===== src/rtl/dreq_pkg.sv =====
`timescale 1ns/1ps
package dreq_pkg;
   typedef enum logic [1:0] {
      ST_IDLE = 2'd0,
      ST_BUSY = 2'd1,
      ST_DONE = 2'd2
   } dreq_state_e;

   localparam int unsigned N_BYTE_REGS = 8;
   localparam int unsigned OFF_DMA_LO  = 0;
   localparam int unsigned OFF_DMA_HI  = 1;
   localparam int unsigned OFF_SEC_LO  = 2;
   localparam int unsigned OFF_SEC_HI  = 3;
   localparam int unsigned OFF_TRK_LO  = 4;
   localparam int unsigned OFF_TRK_HI  = 5;
   localparam int unsigned OFF_DRIVE   = 6;
   localparam int unsigned OFF_BANK    = 7;
   localparam int unsigned OFF_RD_TRIG = 8;
   localparam int unsigned OFF_WR_TRIG = 9;
endpackage


===== src/rtl/dreq_decode.sv =====
`timescale 1ns/1ps
module dreq_decode #(
   parameter int unsigned ADDR_W   = 8,
   parameter int unsigned WIN_BITS = 4,
   parameter int unsigned NREG     = 8,
   parameter logic [ADDR_W-1:0] BASE_ADDR = '0
) (
   input  logic [ADDR_W-1:0] io_addr,
   input  logic              io_wr,
   input  logic              io_rd,
   input  logic              accept_wr,
   output logic [NREG-1:0]   wr_sel,
   output logic              rd_trig,
   output logic              wr_trig
);
   logic                hit;
   logic [WIN_BITS-1:0] off;

   assign hit = (io_addr[ADDR_W-1:WIN_BITS] == BASE_ADDR[ADDR_W-1:WIN_BITS]);
   assign off = io_addr[WIN_BITS-1:0];

   for (genvar i = 0; i < NREG; i++) begin : g_sel
      assign wr_sel[i] = io_wr & accept_wr & hit & (off == WIN_BITS'(i));
   end

   assign rd_trig = io_rd & hit & (off == WIN_BITS'(dreq_pkg::OFF_RD_TRIG));
   assign wr_trig = io_rd & hit & (off == WIN_BITS'(dreq_pkg::OFF_WR_TRIG));
endmodule


===== src/rtl/dreq_regfile.sv =====
`timescale 1ns/1ps
module dreq_regfile #(
   parameter int unsigned DATA_W = 8,
   parameter int unsigned NREG   = 8
) (
   input  logic                   clk,
   input  logic                   rst_n,
   input  logic [NREG-1:0]        wr_sel,
   input  logic [DATA_W-1:0]      wdata,
   output logic [NREG*DATA_W-1:0] q
);
   for (genvar i = 0; i < NREG; i++) begin : g_byte
      logic [DATA_W-1:0] r_q;
      always_ff @(posedge clk) begin
         if (!rst_n)         r_q <= '0;
         else if (wr_sel[i]) r_q <= wdata;
      end
      assign q[i*DATA_W +: DATA_W] = r_q;
   end
endmodule


===== src/rtl/dreq_ctrl.sv =====
`timescale 1ns/1ps
module dreq_ctrl #(
   parameter int unsigned DATA_W = 8
) (
   input  logic              clk,
   input  logic              rst_n,
   input  logic              rd_trig,
   input  logic              wr_trig,
   input  logic              io_rd,
   input  logic              be_done,
   input  logic [DATA_W-1:0] be_status,
   output logic              idle,
   output logic              req_valid,
   output logic              req_write,
   output logic              io_wait,
   output logic [DATA_W-1:0] io_rdata
);
   import dreq_pkg::*;

   dreq_state_e       state_q;
   logic              op_q;
   logic [DATA_W-1:0] status_q;

   always_ff @(posedge clk) begin
      if (!rst_n) begin
         state_q  <= ST_IDLE;
         op_q     <= 1'b0;
         status_q <= '0;
      end else begin
         unique case (state_q)
            ST_IDLE: if (rd_trig | wr_trig) begin
               op_q    <= wr_trig;
               state_q <= ST_BUSY;
            end
            ST_BUSY: if (be_done) begin
               status_q <= be_status;
               state_q  <= ST_DONE;
            end
            ST_DONE: if (!io_rd) state_q <= ST_IDLE;
            default: state_q <= ST_IDLE;
         endcase
      end
   end

   assign idle      = (state_q == ST_IDLE);
   assign req_valid = (state_q == ST_BUSY);
   assign req_write = op_q;
   assign io_wait   = (idle & (rd_trig | wr_trig)) | req_valid;
   assign io_rdata  = (state_q == ST_DONE) ? status_q : '0;
endmodule


===== src/rtl/dreq_port_if.sv =====
`timescale 1ns/1ps
module dreq_port_if #(
   parameter int unsigned ADDR_W   = 8,
   parameter int unsigned DATA_W   = 8,
   parameter int unsigned WIN_BITS = 4,
   parameter logic [ADDR_W-1:0] BASE_ADDR = 8'h40
) (
   input  logic                clk,
   input  logic                rst_n,
   input  logic [ADDR_W-1:0]   io_addr,
   input  logic [DATA_W-1:0]   io_wdata,
   input  logic                io_wr,
   input  logic                io_rd,
   output logic [DATA_W-1:0]   io_rdata,
   output logic                io_wait,
   output logic                req_valid,
   output logic                req_write,
   output logic [2*DATA_W-1:0] req_dma,
   output logic [2*DATA_W-1:0] req_sector,
   output logic [2*DATA_W-1:0] req_track,
   output logic [DATA_W-1:0]   req_drive,
   output logic [DATA_W-1:0]   req_bank,
   input  logic                be_done,
   input  logic [DATA_W-1:0]   be_status
);
   import dreq_pkg::*;

   localparam int unsigned NREG   = N_BYTE_REGS;
   localparam int unsigned NPORTS = NREG + 2;

   if (WIN_BITS >= ADDR_W) begin : g_bad_win
      $error("WIN_BITS must be smaller than ADDR_W");
   end
   if ((1 << WIN_BITS) < NPORTS) begin : g_bad_size
      $error("port window too small for all registers and triggers");
   end
   if (BASE_ADDR[WIN_BITS-1:0] != '0) begin : g_bad_base
      $error("BASE_ADDR must be aligned to the port window");
   end
   if (DATA_W < 1) begin : g_bad_data
      $error("DATA_W must be at least 1");
   end

   logic [NREG-1:0]        wr_sel;
   logic                   rd_trig;
   logic                   wr_trig;
   logic                   idle;
   logic [NREG*DATA_W-1:0] regs;

   dreq_decode #(
      .ADDR_W(ADDR_W), .WIN_BITS(WIN_BITS), .NREG(NREG), .BASE_ADDR(BASE_ADDR)
   ) u_decode (
      .io_addr(io_addr), .io_wr(io_wr), .io_rd(io_rd), .accept_wr(idle),
      .wr_sel(wr_sel), .rd_trig(rd_trig), .wr_trig(wr_trig)
   );

   dreq_regfile #(.DATA_W(DATA_W), .NREG(NREG)) u_regs (
      .clk(clk), .rst_n(rst_n), .wr_sel(wr_sel), .wdata(io_wdata), .q(regs)
   );

   dreq_ctrl #(.DATA_W(DATA_W)) u_ctrl (
      .clk(clk), .rst_n(rst_n), .rd_trig(rd_trig), .wr_trig(wr_trig),
      .io_rd(io_rd), .be_done(be_done), .be_status(be_status),
      .idle(idle), .req_valid(req_valid), .req_write(req_write),
      .io_wait(io_wait), .io_rdata(io_rdata)
   );

   assign req_dma    = {regs[OFF_DMA_HI*DATA_W +: DATA_W], regs[OFF_DMA_LO*DATA_W +: DATA_W]};
   assign req_sector = {regs[OFF_SEC_HI*DATA_W +: DATA_W], regs[OFF_SEC_LO*DATA_W +: DATA_W]};
   assign req_track  = {regs[OFF_TRK_HI*DATA_W +: DATA_W], regs[OFF_TRK_LO*DATA_W +: DATA_W]};
   assign req_drive  = regs[OFF_DRIVE*DATA_W +: DATA_W];
   assign req_bank   = regs[OFF_BANK*DATA_W +: DATA_W];
endmodule


===== config.mk =====
export PLATFORM = sky130hd
export DESIGN_NAME = dreq_port_if
export DESIGN_NICKNAME = d
export VERILOG_FILES = /design/src/rtl/dreq_pkg.sv /design/src/rtl/dreq_decode.sv /design/src/rtl/dreq_regfile.sv /design/src/rtl/dreq_ctrl.sv /design/src/rtl/dreq_port_if.sv
export SDC_FILE = /design/constraint.sdc
export NUM_CORES = 1
export LEC_CHECK = 0
export ABC_AREA = 1
export BUFFER_PORTS_ARGS = -buffer_cell sky130_fd_sc_hd__buf_2
export CORE_ASPECT_RATIO = 1.75
export CORE_MARGIN = 4
export CORE_UTILIZATION = 54
export CTS_CLUSTER_SIZE = 40
export DETAILED_ROUTE_END_ITERATION = 7
export GPL_TIMING_DRIVEN = 0
export PLACE_DENSITY = 0.84
export SLEW_MARGIN = 10
export SYNTH_ARGS = -nofsm -noshare
export SYNTH_HDL_FRONTEND = slang
export SYNTH_HIERARCHICAL = 1
export SYNTH_SLANG_ARGS = --single-unit

===== constraint.sdc =====
create_clock -name clk -period 2.9 [get_ports clk]
set_input_delay 0.58 -clock clk [delete_from_list [all_inputs] [get_ports clk]]
set_output_delay 0.58 -clock clk [all_outputs]
set_load 0.005 [all_outputs]

==> metrics.md, run 1 <==
| Metric | Value |
|---|---|
| Post-synth ARST share | 0% |
| Initial Utilization | 56.6% |
| Synth Area in Adders | 0% |
| Worst path slowest cell | nor2_1 |
| Fmax | 0.471 GHz |
| Area Growth Syn to Fin | 25.5% |
| Htree depth | 3 |
| Crit path max-delay family | simple AND/OR/NAND/NOR gates |
| Finished Layout Cells | roughly 660 |
| Post-route cell area | 4030 sq um |
| Cells after DPL | 640 |
| Top-area cell type share of the netlist area | around 47% |
| Via density | between 4 and 5 |
| Xor/xnor cell area share of the yosys netlist | 0% |
| Unique masters post-synth | 16 |
| Core Area | 5680 sq um |
| Crit path kind | in2out |
| Final setup viols | 0 |
| Mapped Nets | between 400 and 500 |
| Netlist Area Pre-Place | about 3200 sq um |
| CP most frequent cell | nand2_1 |
| Postcts setup bufs | 0 |
| Synthesized flop and latch total | 75 |
| Top FF cell, synth | dfxtp_1 |
| Leading area contributor after synthesis | dfxtp_1 |
| R2R Setup Slk | 1340 ps |
| RSZ-0062 raised after global routing | no |
| Routability Congestion | ~0.8 |
| Hold crit path type | reg2reg |
| CTS resizes | 0 |
| Router iterations before antenna repair | 4 |
| Largest cells by area after synthesis | dfxtp_1 47%, nand2_1 18%, nor2_1 17% |
| Routed WL | slightly below 8 mm |
| Post-CTS Hold Fix Bufs | 0 |
| Via Count | ~3100 |
| WL/cell | approximately 12 um |
| Status | complete, no violations |
| Final Hold Fails | 0 |
| Slew @ Worst Pin | approximately 440 ps |
| Post-Syn Area per Cell | between 6 and 7 sq um |
| Post-synth EDFFs | 0 |
| Largest net degree at the start of global routing | 13 |
| Critical path data required time | roughly 2300 ps |
| Synth Area in Compound Gates | roughly 1.9% |
| LEAKAGE | ~2.0 nW |
| Critical Path AT | between 1500 and 2000 ps |
| CP Launch Type | input port |
| Largest family of logic cells by synthesized area | simple AND/OR/NAND/NOR gates |
| Pwr dens | between 500 and 600 nW/um^2 |
| Die Area | roughly 7300 sq um |
| Port bufs | ~100 |
| TritonCTS buffer count | 9 |
| Fin crit period | 2120 ps |
| Mux cell area share after synthesis | 0% |
| Iter 0 DRT Violations | between 150 and 200 |
| Layout fillers | slightly above 500 |
| DRC | 0 |
| Layout cells sized above 1 | about a quarter |
| Synth warn | 6 |
| Slew HR | between 70% and 80% |
| Remaining Overflow, GRT | 0 |
| Placed Area | between 3000 and 4000 sq um |
| CTS tree | yes |
| First-pass GRT wire length | approximately 12 mm |
| Clock Pin Slew Worst Setup and Hold Paths | ~70 ps |
| Die Ht | approximately 110 um |
| CP Max Fanout | 5 |
| Sequential area share after synthesis | 46.7% |
| I/O Pins | ~100 |
| Clk Tree Root Cell | clkbuf_8 |
| Max VDD drop | around 0.00037 V |
| Clk buf depth | 2 |
| DPL Wire Length | 5.79 mm |
| WHS | 466 ps |
| Rows | 36 |
| Slew Viols, Final | 0 |
| Final Power | a little over 2 mW |
| Vias in the first global route | 2736 |
| Gr usage total | 22.0% |
| Fin crit share | approximately three quarters |
| Synth Area in Simple Gates | slightly below 40% |
| CP Cell Sequence | buf_2 > inv_1 > nor2_2 > nand2_1 > nor2_1 > inv_1 > nand2_1 > nand2_1 > o21ai_0 > buf_2 |
| Max Cap Viol | 0 |
| CP max stage delay | 150 ps |
| Worst Path Buf+Inv | 4 |
| Cells after synthesis | 462 |
| Critical Path Sink Type | primary output |
| CTS Sinks | 75 |
| Nets | 604 |
| Initial antenna violation count | 0 |
| Antenna diode count | 0 |
| Die width | about 66 um |
| Clock latency on the worst-skew pair | around 360 ps |
| ANT nets after route | 0 |
| Setup Skew | between 7 and 8 ps |
| Total negative slack | 0 ps |
-- metal layers --
metal  global-route usage [%]  vias to the layer above  part of all wire [%]
li1                         -                     1593                     -
met1                     23.6                     1361                    38
met2                     39.8                       93                    53
met3                     5.38                       13                   6.8
met4                     10.2                        0                   1.8
met5                        0                        -                     0
-- cell type report --
class / instances / area, sq um / share of cell area, %
flip-flops and latches: 75 / 1500 / 37.2
multi-input cells: 333 / 1320 / 32.7
repair buffers: 102 / 510 / 12.7
plain buffers: 25 / 283 / 7.01
clock buffers: 10 / 138 / 3.41
inverters: 29 / 109 / 2.70
well taps: 76 / 95.1 / 2.36
clock inverters: 5 / 77.6 / 1.92
-- where the power goes --
part	total (mW)	switching, mW	internal, mW
Sequential	1.03	0.00116	1.03
Clock	0.874	0.375	0.500
Combinational	0.114	0.0701	0.0442
Total	2.02	0.446	1.58
-- worst paths after layout --
check                             startpoint                                    to  cells past startpoint
max                               io_addr[0]                               io_wait                     10
min          u_ctrl/status_q[3]$_SDFFE_PN0P_       u_ctrl/status_q[3]$_SDFFE_PN0P_                      2
max reg2reg   u_ctrl/state_q[1]$_SDFFE_PN0P_  u_regs/g_byte[1].r_q[6]$_SDFFE_PN0P_                     10
min reg2reg  u_ctrl/status_q[3]$_SDFFE_PN0P_       u_ctrl/status_q[3]$_SDFFE_PN0P_                      2
-- flip-flops by register name, indices dropped and copies added, names as in the netlist --
register and cells:
u_ctrl/state_q 2, u_ctrl/status_q 8, u_regs/g_byte.r_q 64, u_ctrl/req_write 1
-- through the flow --
stage,setup slack [ps],utilization (%)
floorplan,1130,-
global placement,814,67.3
detailed placement,779,67.3
CTS,771,71.1
global route,608,71.1
finish,778,71.1
-- synthesized netlist by cell type, types with 2 or more instances --
cell	n
nand2_1	151
nor2_1	148
dfxtp_1	75
inv_1	27
buf_6	17
a21oi_1	11
nand3_1	10
nor2_2	8
clkbuf_8	6
inv_2	2
nand3_2	2
-- kinds of logic after synthesis --
family,after synthesis
and+or+nand+nor,321
DFF,75
buffers and inverters,54
AOI/OAI and AO/OA,12
-- worst min-delay path: cells and delay by family (launching register included) --
family,cells,cell delay (ps)
flops,1,310
simple gates,1,60
compound gates,1,50
-- cell usage in the layout, fill, tap and decap left out --
cell / synthesis / layout
o21ai_0: 1 / 1
dfxtp_1: 75 / 75
nor2_4: 1 / 1
nor2_2: 8 / 8
clkinv_2: 0 / 2
nand3_1: 10 / 10
inv_1: 27 / 27
nand3_2: 2 / 2
clkbuf_8: 6 / 16
nand2_1: 151 / 151
clkinvlp_4: 0 / 1
nand4_1: 1 / 1
bufinv_16: 0 / 2
nor2_1: 148 / 148
clkbuf_1: 1 / 1
buf_2: 1 / 103
inv_2: 2 / 2
buf_6: 17 / 17
a21oi_1: 11 / 11
Note: power is estimated with default switching activity, not from simulation.
==> run 2: changes to the inputs <==
Settings changed: CORE_UTILIZATION 54 to 50, PLACE_DENSITY 0.84 to 0.79.
Clock period 2.9 ns to 2.09 ns, I/O delays scaled along.
==> metrics.md, run 2 (synthesis gave the netlist of run 1 again) <==
| Metric | Value |
|---|---|
| Initial Utilization | 51.6% (was 56.6%) |
| First-pass GRT wire length | 12.6 mm (was 12.3 mm) |
| Critical path data required time | 1670 ps (was 2320 ps) |
| Routed WL | 7.85 mm (was 7.73 mm) |
| CTS Sinks | 75 (unchanged) |
| Final Util | 65.0% (was 71.1%) |
| CP Max Fanout | 3 (was 5) |
| Seq pwr share | 50.2% (was 51.1%) |
| Worst r2r src | u_ctrl/state_q[1]$_SDFFE_PN0P_ (unchanged) |
| Largest regs | u_regs/g_byte.r_q x64, u_ctrl/status_q x8, u_ctrl/state_q x2 (unchanged) |
| Gr usage total | 21.5% (was 22.0%) |
| Die Area | 7820 sq um (was 7300 sq um) |
| DPL Wire Length | 5.96 mm (was 5.79 mm) |
| Register with the most flip-flops | u_regs/g_byte.r_q (unchanged) |
| Slew Viols, Final | 0 (unchanged) |
| CTS resizes | 0 (unchanged) |
| Clock Pin Slew Worst Setup and Hold Paths | 70 ps (about the same) |
| Slew HR | 68.2% (was 70.5%) |
| Post-route cell area | 4050 sq um (was 4030 sq um) |
| Via density | 4.62 (was 4.67) |
| R2R Setup Slk | 540 ps (was 1340 ps) |
| Slew @ Worst Pin | 476 ps (was 443 ps) |
| Final Power | 2.85 mW (was 2.02 mW) |
| Fmax | 0.563 GHz |
| CP Launch Type | input port (unchanged) |
| Worst slack at placement | 331 ps (was 779 ps) |
| Worst Path Buf+Inv | 3 (was 4) |
| Placed Area | 3820 sq um (about the same) |
| Status | complete, no violations (unchanged) |
| Fin crit period | 1780 ps |
| ANT nets after route | 0 (unchanged) |
| Worst-case reg-to-reg path depth | 10 (unchanged) |
| Critical Path Sink Type | primary output (unchanged) |
| Port bufs | 102 (unchanged) |
| Hold wc startpoint | io_rd (was u_ctrl/status_q[3]$_SDFFE_PN0P_) |
| Finished Layout Cells | 660 (was 655) |
| Nets | 604 (unchanged) |
| Crit path kind | in2out (unchanged) |
| CP max stage delay | 160 ps (was 150 ps) |
| WHS | 323 ps (was 466 ps) |
| Worst path slowest cell | nor2_1 (unchanged) |
| Core Area | 6230 sq um (was 5680 sq um) |
| Crit path max-delay family | simple AND/OR/NAND/NOR gates (unchanged) |
| Crit path depth | 9 (was 10) |
| Clock latency on the worst-skew pair | 350 ps (was 360 ps) |
| Pwr dens | 704 nW/um^2 (was 501 nW/um^2) |
| Setup ws final | 315 ps (was 778 ps) |
| TritonCTS buffer count | 9 (unchanged) |
| CP Cell Sequence | buf_2 > nor2_1 > nand3_1 > nor2_1 > inv_1 > nand2_1 > nand2_1 > o21ai_0 > buf_2 (was buf_2 > inv_1 > nor2_2 > nand2_1 > nor2_1 > inv_1 > nand2_1 > nand2_1 > o21ai_0 > buf_2) |
| Max reg flops | 64 (unchanged) |
| Final Hold Fails | 0 (unchanged) |
| Pint | 2.23 mW (was 1.58 mW) |
| LEAKAGE | 1.96 nW (about the same) |
| Max Cap Viol | 0 (unchanged) |
| Hold crit path type | in2reg (was reg2reg) |
| Sw Pwr | 0.626 mW (was 0.446 mW) |
| Clk buf depth | 2 (unchanged) |
| CTS tree | yes (unchanged) |
| Critical Path AT | 1360 ps (was 1540 ps) |
| Area Growth Syn to Fin | 26.1% (was 25.5%) |
| Via Count | 3050 (was 3060) |
| Die Ht | 114 um (was 110 um) |
| Remaining Overflow, GRT | 0 (unchanged) |
| Hold-critical path depth | 3 (was 2) |
| Commonest non-fill, non-tap cells in the layout | 151 x nand2_1, 148 x nor2_1, 103 x buf_2 (unchanged) |
| Total negative slack | 0 ps (unchanged) |
| Router iterations before antenna repair | 4 (unchanged) |
| Comb pwr share | 5.5% (was 5.7%) |
| I/O Pins | 104 (unchanged) |
| Clk Tree Root Cell | clkbuf_8 (unchanged) |
| DRC | 0 (unchanged) |
| Commonest non-fill, non-tap cell in the layout | nand2_1 (unchanged) |
| Die width | 68.6 um (was 66.3 um) |
| Initial antenna violation count | 0 (unchanged) |
| Max VDD drop | 0.000457 V (was 0.000373 V) |
| Setup Skew | 3.79 ps (was 7.01 ps) |
| Cells after DPL | 644 (was 640) |
| Vias in the first global route | 2840 (was 2736) |
| RSZ-0062 raised after global routing | no (unchanged) |
| WL/cell | 11.9 um (was 11.8 um) |
| Postcts setup bufs | 0 (unchanged) |
| Hold Path End | u_ctrl/state_q[1]$_SDFFE_PN0P_ (was u_ctrl/status_q[3]$_SDFFE_PN0P_) |
| Worst flop-to-flop path endpoint | u_regs/g_byte[3].r_q[5]$_SDFFE_PN0P_ (was u_regs/g_byte[1].r_q[6]$_SDFFE_PN0P_) |
| Final setup viols | 0 (unchanged) |
| Routability Congestion | 0.762 (was 0.821) |
| Htree depth | 3 (unchanged) |
| Clk pwr share | 44.3% (was 43.3%) |
| Rows | 38 (was 36) |
| Switching Share | 21.9% (was 22.1%) |
| Fin crit share | a little over four fifths |
| Iter 0 DRT Violations | 219 (was 169) |
| Antenna diode count | 0 (unchanged) |
| Largest net degree at the start of global routing | 13 (unchanged) |
| Layout cells sized above 1 | 26.6% (about the same) |
| Post-CTS Hold Fix Bufs | 0 (unchanged) |
[run 2: cell types whose count changed in the layout (fill, tap and decap cells not counted), sizes merged]
cell    previous run  this run
clkbuf            17        19
clkinv             2         1
[run 2: worst min-delay path, stage by stage]
cell	delay, ps
buf_2	100
nand2_1	50
a21oi_1	50
[run 2: how the worst max path moves through the flow]
stage                     startpoint  endpoint
final                     io_addr[4]   io_wait
after global routing      io_addr[0]   io_wait
after CTS                 io_addr[7]   io_wait
after detailed placement  io_addr[7]   io_wait
after global placement    io_addr[7]   io_wait
after floorplan           io_addr[7]   io_wait
[run 2: cell type report]
type                            instances  area (sq um)
Clock buffer                           12           155
Inverter                               29           109
Timing Repair Buffer                  102           510
Multi-Input combinational cell        333          1320
Buffer                                 25           283
Fill cell                             600          2180
Clock inverter                          4          72.6
Tap cell                               80           100
Sequential cell                        75          1500
[run 2: power by group through the flow]
| stage | combinational, mW | clock (mW) | sequential, mW |
|---|---|---|---|
| 3_5_place_dp | 0.158 | 0 | 1.47 |
| 3_3_place_gp | 0.155 | 0 | 1.47 |
| 4_1_cts | 0.158 | 1.28 | 1.43 |
| 2_1_floorplan | 0.0974 | 0 | 1.47 |
| 5_1_grt | 0.178 | 1.35 | 1.43 |
| 6_report | 0.158 | 1.26 | 1.43 |
[run 2: per-layer routing]
layer / track usage, % / share of wire, % / routed length, um
met5: 0 / 0 / 0
met4: 9.96 / 2.5 / 198
met3: 6.50 / 6.3 / 498
met2: 37.8 / 54 / 4260
met1: 22.4 / 37 / 2890
